## config.mk

```make
export PLATFORM = sky130hd
export DESIGN_NAME = nvm_ctrl_reg
export DESIGN_NICKNAME = d
export VERILOG_FILES = /design/src/rtl/nvm_ctrl_pkg.sv /design/src/rtl/nvm_cfg_bits.sv /design/src/rtl/nvm_op_seq.sv /design/src/rtl/nvm_ctrl_reg.sv
export SDC_FILE = /design/constraint.sdc
export NUM_CORES = 1
export LEC_CHECK = 0
export BUFFER_PORTS_ARGS = -buffer_cell sky130_fd_sc_hd__buf_4
export CORE_ASPECT_RATIO = 0.8
export CORE_MARGIN = 3
export CORE_UTILIZATION = 36
export DETAILED_ROUTE_END_ITERATION = 10
export PLACE_DENSITY_LB_ADDON = 0.08
export SLEW_MARGIN = 20
export SYNTH_ARGS = -nofsm -noshare
export SYNTH_HDL_FRONTEND = slang
export SYNTH_SLANG_ARGS = --single-unit
```

## constraint.sdc

```tcl
create_clock -name clk -period 4.5 [get_ports clk]
set_clock_uncertainty 0.2 [all_clocks]
set_input_delay 0.225 -clock clk [delete_from_list [all_inputs] [get_ports clk]]
set_output_delay 0.225 -clock clk [all_outputs]
set_load 0.005 [all_outputs]
```

## src/rtl/nvm_ctrl_pkg.sv

```systemverilog
package nvm_ctrl_pkg;

  // bit positions inside the control register
  localparam int B_MSEL  = 7;
  localparam int B_CSEL  = 6;
  localparam int B_RSVD  = 5;
  localparam int B_ERASE = 4;
  localparam int B_WERR  = 3;
  localparam int B_WEN   = 2;
  localparam int B_WST   = 1;
  localparam int B_RST   = 0;
  localparam int REG_W   = 8;

  typedef enum logic [1:0] {
    TGT_DATA  = 2'b00,
    TGT_FLASH = 2'b01,
    TGT_CFG   = 2'b10
  } nvm_tgt_e;

  // configuration select overrides the flash select
  function automatic nvm_tgt_e tgt_of(input logic msel, input logic csel);
    if (csel)      return TGT_CFG;
    else if (msel) return TGT_FLASH;
    else           return TGT_DATA;
  endfunction

  // reads are allowed only for the data store
  function automatic logic rd_allowed(input logic msel, input logic csel);
    return !msel && !csel;
  endfunction

endpackage

```

## src/rtl/nvm_cfg_bits.sv

```systemverilog
module nvm_cfg_bits (
  input  logic clk,
  input  logic por_n,
  input  logic oprst_n,
  input  logic we,
  input  logic wd_msel,
  input  logic wd_csel,
  input  logic wd_erase,
  input  logic wd_werr,
  input  logic wd_wen,
  input  logic busy,
  input  logic done_evt,
  input  logic op_erase,
  output logic msel,
  output logic csel,
  output logic erase_en,
  output logic werr,
  output logic wen
);

  always_ff @(posedge clk or negedge por_n) begin
    if (!por_n) begin
      msel     <= 1'b0;
      csel     <= 1'b0;
      erase_en <= 1'b0;
      werr     <= 1'b0;
      wen      <= 1'b0;
    end else if (!oprst_n) begin
      wen <= 1'b0;
      if (busy) werr <= 1'b1;
    end else begin
      if (we) begin
        msel <= wd_msel;
        csel <= wd_csel;
        wen  <= wd_wen;
        werr <= wd_werr;
        if (!busy) erase_en <= wd_erase;
      end
      if (done_evt) begin
        werr <= 1'b0;
        if (op_erase) erase_en <= 1'b0;
      end
    end
  end

endmodule

```

## src/rtl/nvm_op_seq.sv

```systemverilog
module nvm_op_seq
  import nvm_ctrl_pkg::*;
#(
  parameter int AW = 16
) (
  input  logic          clk,
  input  logic          por_n,
  input  logic          oprst_n,
  input  logic          wr_acc,
  input  logic          rd_acc,
  input  logic          done_evt,
  input  logic          wd_msel,
  input  logic          wd_csel,
  input  logic          wd_erase,
  input  logic [AW-1:0] addr_in,
  output logic          wstart,
  output logic          rstart,
  output logic          issue,
  output logic          op_erase,
  output nvm_tgt_e      tgt,
  output logic [AW-1:0] addr_lat
);

  always_ff @(posedge clk or negedge por_n) begin
    if (!por_n) begin
      wstart   <= 1'b0;
      rstart   <= 1'b0;
      issue    <= 1'b0;
      op_erase <= 1'b0;
      tgt      <= TGT_DATA;
      addr_lat <= '0;
    end else if (!oprst_n) begin
      wstart <= 1'b0;
      rstart <= 1'b0;
      issue  <= 1'b0;
    end else begin
      rstart <= rd_acc;
      issue  <= wr_acc;
      if (wr_acc)        wstart <= 1'b1;
      else if (done_evt) wstart <= 1'b0;
      if (wr_acc || rd_acc) begin
        tgt      <= tgt_of(wd_msel, wd_csel);
        addr_lat <= addr_in;
        op_erase <= wr_acc && wd_erase;
      end
    end
  end

endmodule

```

## src/rtl/nvm_ctrl_reg.sv

```systemverilog
module nvm_ctrl_reg
  import nvm_ctrl_pkg::*;
#(
  parameter int AW = 16
) (
  input  logic          clk,
  input  logic          por_n,
  input  logic          oprst_n,
  input  logic          reg_we,
  input  logic [7:0]    reg_wdata,
  output logic [7:0]    reg_rdata,
  input  logic [AW-1:0] addr_in,
  output logic          be_rd,
  output logic          be_wr,
  output logic          be_erase,
  output logic [1:0]    be_tgt,
  output logic [AW-1:0] be_addr,
  input  logic          be_done
);

  logic     msel, csel, erase_en, werr, wen;
  logic     wstart, rstart, issue, op_is_erase;
  logic     busy, wr_acc, rd_acc, done_evt;
  nvm_tgt_e tgt;

  // named internal events, also seen by the checker
  assign busy     = wstart;
  assign wr_acc   = reg_we && oprst_n && !busy
                    && reg_wdata[B_WST] && reg_wdata[B_WEN];
  assign rd_acc   = reg_we && oprst_n && !busy && !wr_acc && reg_wdata[B_RST]
                    && rd_allowed(reg_wdata[B_MSEL], reg_wdata[B_CSEL]);
  assign done_evt = be_done && busy && oprst_n;

  nvm_cfg_bits u_bits (
    .clk      (clk),
    .por_n    (por_n),
    .oprst_n  (oprst_n),
    .we       (reg_we),
    .wd_msel  (reg_wdata[B_MSEL]),
    .wd_csel  (reg_wdata[B_CSEL]),
    .wd_erase (reg_wdata[B_ERASE]),
    .wd_werr  (reg_wdata[B_WERR]),
    .wd_wen   (reg_wdata[B_WEN]),
    .busy     (busy),
    .done_evt (done_evt),
    .op_erase (op_is_erase),
    .msel     (msel),
    .csel     (csel),
    .erase_en (erase_en),
    .werr     (werr),
    .wen      (wen)
  );

  nvm_op_seq #(.AW(AW)) u_seq (
    .clk      (clk),
    .por_n    (por_n),
    .oprst_n  (oprst_n),
    .wr_acc   (wr_acc),
    .rd_acc   (rd_acc),
    .done_evt (done_evt),
    .wd_msel  (reg_wdata[B_MSEL]),
    .wd_csel  (reg_wdata[B_CSEL]),
    .wd_erase (reg_wdata[B_ERASE]),
    .addr_in  (addr_in),
    .wstart   (wstart),
    .rstart   (rstart),
    .issue    (issue),
    .op_erase (op_is_erase),
    .tgt      (tgt),
    .addr_lat (be_addr)
  );

  always_comb begin
    reg_rdata          = '0;
    reg_rdata[B_MSEL]  = msel;
    reg_rdata[B_CSEL]  = csel;
    reg_rdata[B_RSVD]  = 1'b0;
    reg_rdata[B_ERASE] = erase_en;
    reg_rdata[B_WERR]  = werr;
    reg_rdata[B_WEN]   = wen;
    reg_rdata[B_WST]   = wstart;
    reg_rdata[B_RST]   = rstart;
  end

  assign be_rd    = rstart;
  assign be_wr    = issue && !op_is_erase;
  assign be_erase = issue && op_is_erase;
  assign be_tgt   = tgt;

endmodule

```

==> results.toml, run 1 <==
[run_status]
status = "completed"

[setup_path]
path_buf_inv = 3
r2r_cells = 3
crit_arrival_ns = 2.43
crit-reg2reg-launch = "u_seq.wstart$_DFFE_PN0P_"
worstPathRequired_ns = 4.45
worstSetupEndpointType = "flip-flop"
cp_slowest_stage_delay_ns = 0.54
slowest_stage = "dlygate4sd3_1"
critPathTopFamily = "buffers and inverters"
rrSetupSlack_ns = 2.59
crit_chain = "dlygate4sd3_1, buf_4, or3b_4, a211oi_4, buf_6, mux2_2"
path_max_fanout = 11
worstSetupPathType = "in2reg"
worst-path-stages = 6
r2r-end = "u_seq.addr_lat[15]$_DFFE_PN0P_"
cp-start-kind = "input port"

[die]
rows = 17
initial_core_util_pct = 40.37
ioPinCount = 58
core_area_um2 = 2935
die_h_um = 57.32
die-area_um2 = 4020
die_w_um = 70.14

[min_path]
hp-class = "in2reg"
hold_path_end = "u_bits.msel$_DFFE_PN0N_"
holdPathStages = 2
min_from = "reg_wdata[7]"

[global_route]
top_usage_layer = "met2"
grt_pass1_wl_um = 4250
met3_usage_pct = 5.106
gr-usage-met1_pct = 16.45
grt_antenna_before_repair = 0
grt_max_degree = 28
track_usage_pct = 13.40
first_global_vias = 909
overflow = 0
grt_use_met2_pct = 21.80

[sta]
whs_ns = 0.01697
hold_viol = 0
period_needed_ns = 2.477
relSlewSlack_pct = 65.84
rsz0062_at_grt = "no"
fin_tns_setup_ns = 0
finalSetupViolations = 0
fmax_mhz = 403.7
fin_ws_ns = 2.023
drv_slew = 0
min_period_over_period_pct = 55.04
worstMarginPinSlew_ns = 0.5107

[final_layout]
fin_area_um2 = 1823
num-fill-cells = 235
utilization_pct = 62.11
layout.nets = 185
drive_gt1_share_pct = 52.26
syn_to_final_growth_pct = 53.85
diodes = 0
top_register = "u_seq.addr_lat"
reg_top3 = "u_seq.addr_lat (16), u_seq.tgt (2)"
largest_reg_flops = 16

[yosys]
async_flop_share_pct = 100.0
synth.most_common_cell = "dfrtp_1"
synth_top_cell_by_area = "dfrtp_1"
synth_edf_count = 0
synth-adder-area-share_pct = 0
syn_nets = 114
synthCells = 85
avgSynthCellArea_um2 = 13.94
synth-seq-cells = 27
synth_compound_area_share_pct = 7.497
synth-xor-area-share_pct = 0
synthMuxAreaShare_pct = 21.44
netlist_area_um2 = 1185
synth-simple-area-share_pct = 5.491
synth_common_cells = "dfrtp_1, mux2_2, buf_4, mux2_4, inv_1"
yosysSeqAreaShare_pct = 57.02
synth_top_family_by_area = "multiplexers"
synth_top_flop_cell = "dfrtp_1"
yosysWarningCount = 0
netlist.area_leader.share_pct = 57.02
synth_area_leaders = "dfrtp_1, mux2_2, mux2_4"
yosys.cell_types.count = 24

[drt]
vias = 892
wl_um = 2625
viasPerCell = 4.622
drtIter0Drc = 52
wl_per_cell_um = 13.60
drc = 0
ant_nets = 0
firstDrtPassIters = 4

[clock_network]
clock-sinks = 27
cts_buffer_depth = 2
clockRootBuffer = "clkbuf_8"
clk_pin_slew_ns = 0.08
insertion_delay_ns = 0.26
cts_buffers = 3
tritoncts = "done"
cts_max_level = 1
postCtsSetupBuffers = 0

[place]
place_congestion = 0.6664
post-dp-hpwl_um = 1841
dpl_cell_area_um2 = 1567
pre_cts_slack_ns = 2.026
portBuffers = 55

[run]
drv_cap = 0

[pwr]
leakagePower_nw = 0.8825
ir_worst_vdd_mv = 0.2613
power_density_nw_per_um2 = 348.5
-- layer usage --
metal | vias to the layer above | routed length, um
met3 | 6 | 208
met4 | 0 | 53
li1 | 423 | -
met1 | 422 | 1074
met2 | 41 | 1290
met5 | - | 0
-- logic make-up (layout without fill, tap and decap cells) --
| group | count (synthesis) | after routing |
|---|---|---|
| flip-flops | 27 | 27 |
| buffers and inverters | 15 | 85 |
| AND/OR/NAND/NOR | 11 | 11 |
| AO/OA/AOI/OAI | 11 | 11 |
| multiplexers | 20 | 20 |
| other | 1 | 1 |
-- repair_timing --
item,4_1_cts,5_1_grt
gates resized for setup,0,0
endpoints found under the hold margin,45,1
hold buffers,19,1
-- layout by cell type, fill, tap and decap left out, drive strengths merged --
cell / netlist / final
o21ai: 3 / 3
dlygate4sd3: 0 / 20
clkbuf: 1 / 4
nor4b: 1 / 1
mux2i: 1 / 1
a22oi: 1 / 1
a31o: 1 / 1
or3b: 1 / 1
a21boi: 1 / 1
buf: 9 / 56
mux2: 19 / 19
nand2: 3 / 3
o2bb2ai: 2 / 2
nor2b: 2 / 2
conb: 1 / 1
nor3: 1 / 1
nor2: 1 / 1
inv: 5 / 5
and2: 2 / 2
dfrtp: 27 / 27
a21oi: 1 / 1
a211oi: 2 / 2
-- per-stage QoR --
stage / total power (W) / cells
finish: 0.0006354 / 193
global route: 0.0006766 / 193
CTS: 0.0006436 / 191
detailed placement: 0.0004960 / 168
global placement: 0.0004899 / 168
floorplan: 0.0003966 / 85
-- power breakdown --
group	switching, W	internal (W)
sequential	0.0000283	0.000291
combinational	0.0000575	0.000128
clock	0.0000675	0.0000632
-- final cells by class --
cell class                 instances  area [um2]  share of cell area (%)
multi-input combinational         43       411.6                   22.58
timing repair buffer              76       624.3                   34.25
clock buffer                       4       45.04                   2.471
inverter                           5       18.77                   1.030
sequential                        27       675.6                   37.06
tap                               38       47.55                   2.608
-- worst max-delay path by stage --
stage | start | end | slack, ns
floorplan | reg_wdata[7] | u_seq.addr_lat[0]$_DFFE_PN0P_ | 2.58
finish | reg_wdata[6] | u_seq.addr_lat[15]$_DFFE_PN0P_ | 2.02
detailed placement | reg_wdata[7] | u_seq.addr_lat[15]$_DFFE_PN0P_ | 2.03
global placement | reg_wdata[7] | u_seq.addr_lat[15]$_DFFE_PN0P_ | 2.04
CTS | reg_wdata[6] | u_seq.addr_lat[15]$_DFFE_PN0P_ | 1.78
global route | reg_wdata[6] | u_seq.addr_lat[15]$_DFFE_PN0P_ | 1.95
-- worst register-to-register path, stage by stage, from the launching register on --
cell	delay, ns
dfrtp_1	0.51
a211oi_4	0.48
buf_6	0.26
mux2_2	0.36
Power figures use the tool's default switching activity.
==> inputs of run 2 (changes only) <==
Clock period 4.5 ns to 2.2 ns, I/O delays scaled along.
==> run 2 against run 1 <==
Net effect:
- final cell count is 2.6% higher
- critical path depth unchanged
- first-iteration DRC count is 35% lower
- total power increased by 110%
- core utilization is 1.7 points higher
- combinational power rose by 110%
- worst setup slack got worse by 1.9 ns
- critical path type unchanged
- critical endpoint is now u_seq.addr_lat[3]$_DFFE_PN0P_
- largest cell class unchanged
==> results.toml, run 2 (synthesis gave the netlist of run 1 again) <==
[die]
die-area_um2 = 4020
core_area_um2 = 2935
die_h_um = 57.32
initial_core_util_pct = 40.37
die_w_um = 70.14
rows = 17
ioPinCount = 58

[global_route]
first_global_vias = 971
grt_pass1_wl_um = 4678
grt_antenna_before_repair = 0
grt_max_degree = 28
overflow = 0
track_usage_pct = 15.01

[sta]
period_needed_ns = 2.109
finalSetupViolations = 0
min_period_over_period_pct = 95.84
fin_ws_ns = 0.09150
fmax_mhz = 474.3
drv_slew = 0
rsz0062_at_grt = "no"
fin_tns_setup_ns = 0
hold_viol = 0

[min_path]
min_from = "reg_wdata[1]"
hp-class = "in2reg"
holdPathStages = 3
hold_path_end = "u_seq.rstart$_DFF_PN0_"

[clock_network]
clockRootBuffer = "clkbuf_8"
clk_pin_slew_ns = 0.09
tritoncts = "done"
cts_buffer_depth = 2
cts_buffers = 3
cts_max_level = 1
insertion_delay_ns = 0.27
clock-sinks = 27

[drt]
wl_um = 2809
vias = 915
drtIter0Drc = 34
wl_per_cell_um = 14.19
viasPerCell = 4.621
firstDrtPassIters = 3
ant_nets = 0
drc = 0

[setup_path]
crit-reg2reg-launch = "u_seq.wstart$_DFFE_PN0P_"
worstSetupPathType = "in2reg"
rrSetupSlack_ns = 0.42
worstPathRequired_ns = 2.16
worstSetupEndpointType = "flip-flop"
r2r-end = "u_bits.werr$_DFFE_PN0P_"
cp-start-kind = "input port"
path_max_fanout = 19
crit_arrival_ns = 2.07
r2r_cells = 3

[pwr]
leakagePower_nw = 0.9027
power_density_nw_per_um2 = 702.5
ir_worst_vdd_mv = 0.4341

[final_layout]
syn_to_final_growth_pct = 58.08
layout_common_cells = "buf_4, dfrtp_1, dlygate4sd3_1"
diodes = 0
top_register = "u_seq.addr_lat"
reg_top3 = "u_seq.addr_lat (16), u_seq.tgt (2)"
layout.cells.non_filler = 198
layout.nets = 190
drive_gt1_share_pct = 50.63
largest_reg_flops = 16
final_common_cell = "buf_4"

[place]
place_congestion = 0.6709
post-dp-hpwl_um = 1851
numPlacedInstances = 169
portBuffers = 55
pre_cts_slack_ns = 0.2761

[run_status]
status = "completed"

[run]
drv_cap = 0
run 2: timing repair:
action                                  in CTS  in global routing
setup buffers                                0                  0
endpoints found under the setup margin       0                  9
endpoints found under the hold margin       52                  0
hold buffers                                25                  0
resized for setup                            0                  1
run 2: power breakdown:
part	switching [W]	internal (W)
clock	0.000145	0.000130
sequential	0.0000577	0.000595
combinational	0.000119	0.000270
run 2: metal layers:
layer | up-vias | track usage, % | part of all wire (%)
li1 | 431 | - | -
met4 | 0 | 4.918 | 2.0
met5 | - | 0 | 0
met3 | 6 | 4.930 | 6.5
met1 | 440 | 18.20 | 40
met2 | 38 | 25.44 | 52
run 2: worst max path at each step:
stage	start	end	depth (start not counted)
3_5_place_dp	reg_wdata[7]	u_seq.addr_lat[3]$_DFFE_PN0P_	5
6_report	reg_wdata[7]	u_seq.addr_lat[3]$_DFFE_PN0P_	6
4_1_cts	reg_wdata[7]	u_seq.addr_lat[3]$_DFFE_PN0P_	6
2_1_floorplan	reg_wdata[7]	u_seq.addr_lat[0]$_DFFE_PN0P_	4
3_3_place_gp	reg_wdata[7]	u_seq.addr_lat[15]$_DFFE_PN0P_	5
5_1_grt	reg_wdata[6]	u_seq.addr_lat[13]$_DFFE_PN0P_	6
run 2: per-stage QoR:
step           util (%)  area [um2]  power (W)  hold WS, ns
5_1_grt           63.81        1873   0.001399      0.01520
4_1_cts           63.68        1869   0.001333     0.009148
6_report          63.81        1873   0.001316      0.01163
3_3_place_gp      53.62        1574   0.001003      -0.1544
3_5_place_dp      53.62        1574   0.001015      -0.1556
2_1_floorplan         -        1185  0.0008112      -0.3856
run 2: area by class of cell:
cell class                 instances  area (um2)
clock buffer                       4       45.04
multi-input combinational         43       411.6
sequential                        27       675.6
timing repair buffer              81       674.4
inverter                           5       18.77
tap                               38       47.55
fill                             234        1062
run 2: worst max-delay path, cell delays in order:
cell           delay (ns)
dlygate4sd3_1        0.54
buf_4                0.14
or3b_4               0.41
a211oi_4             0.25
buf_6                0.26
mux2_2               0.36
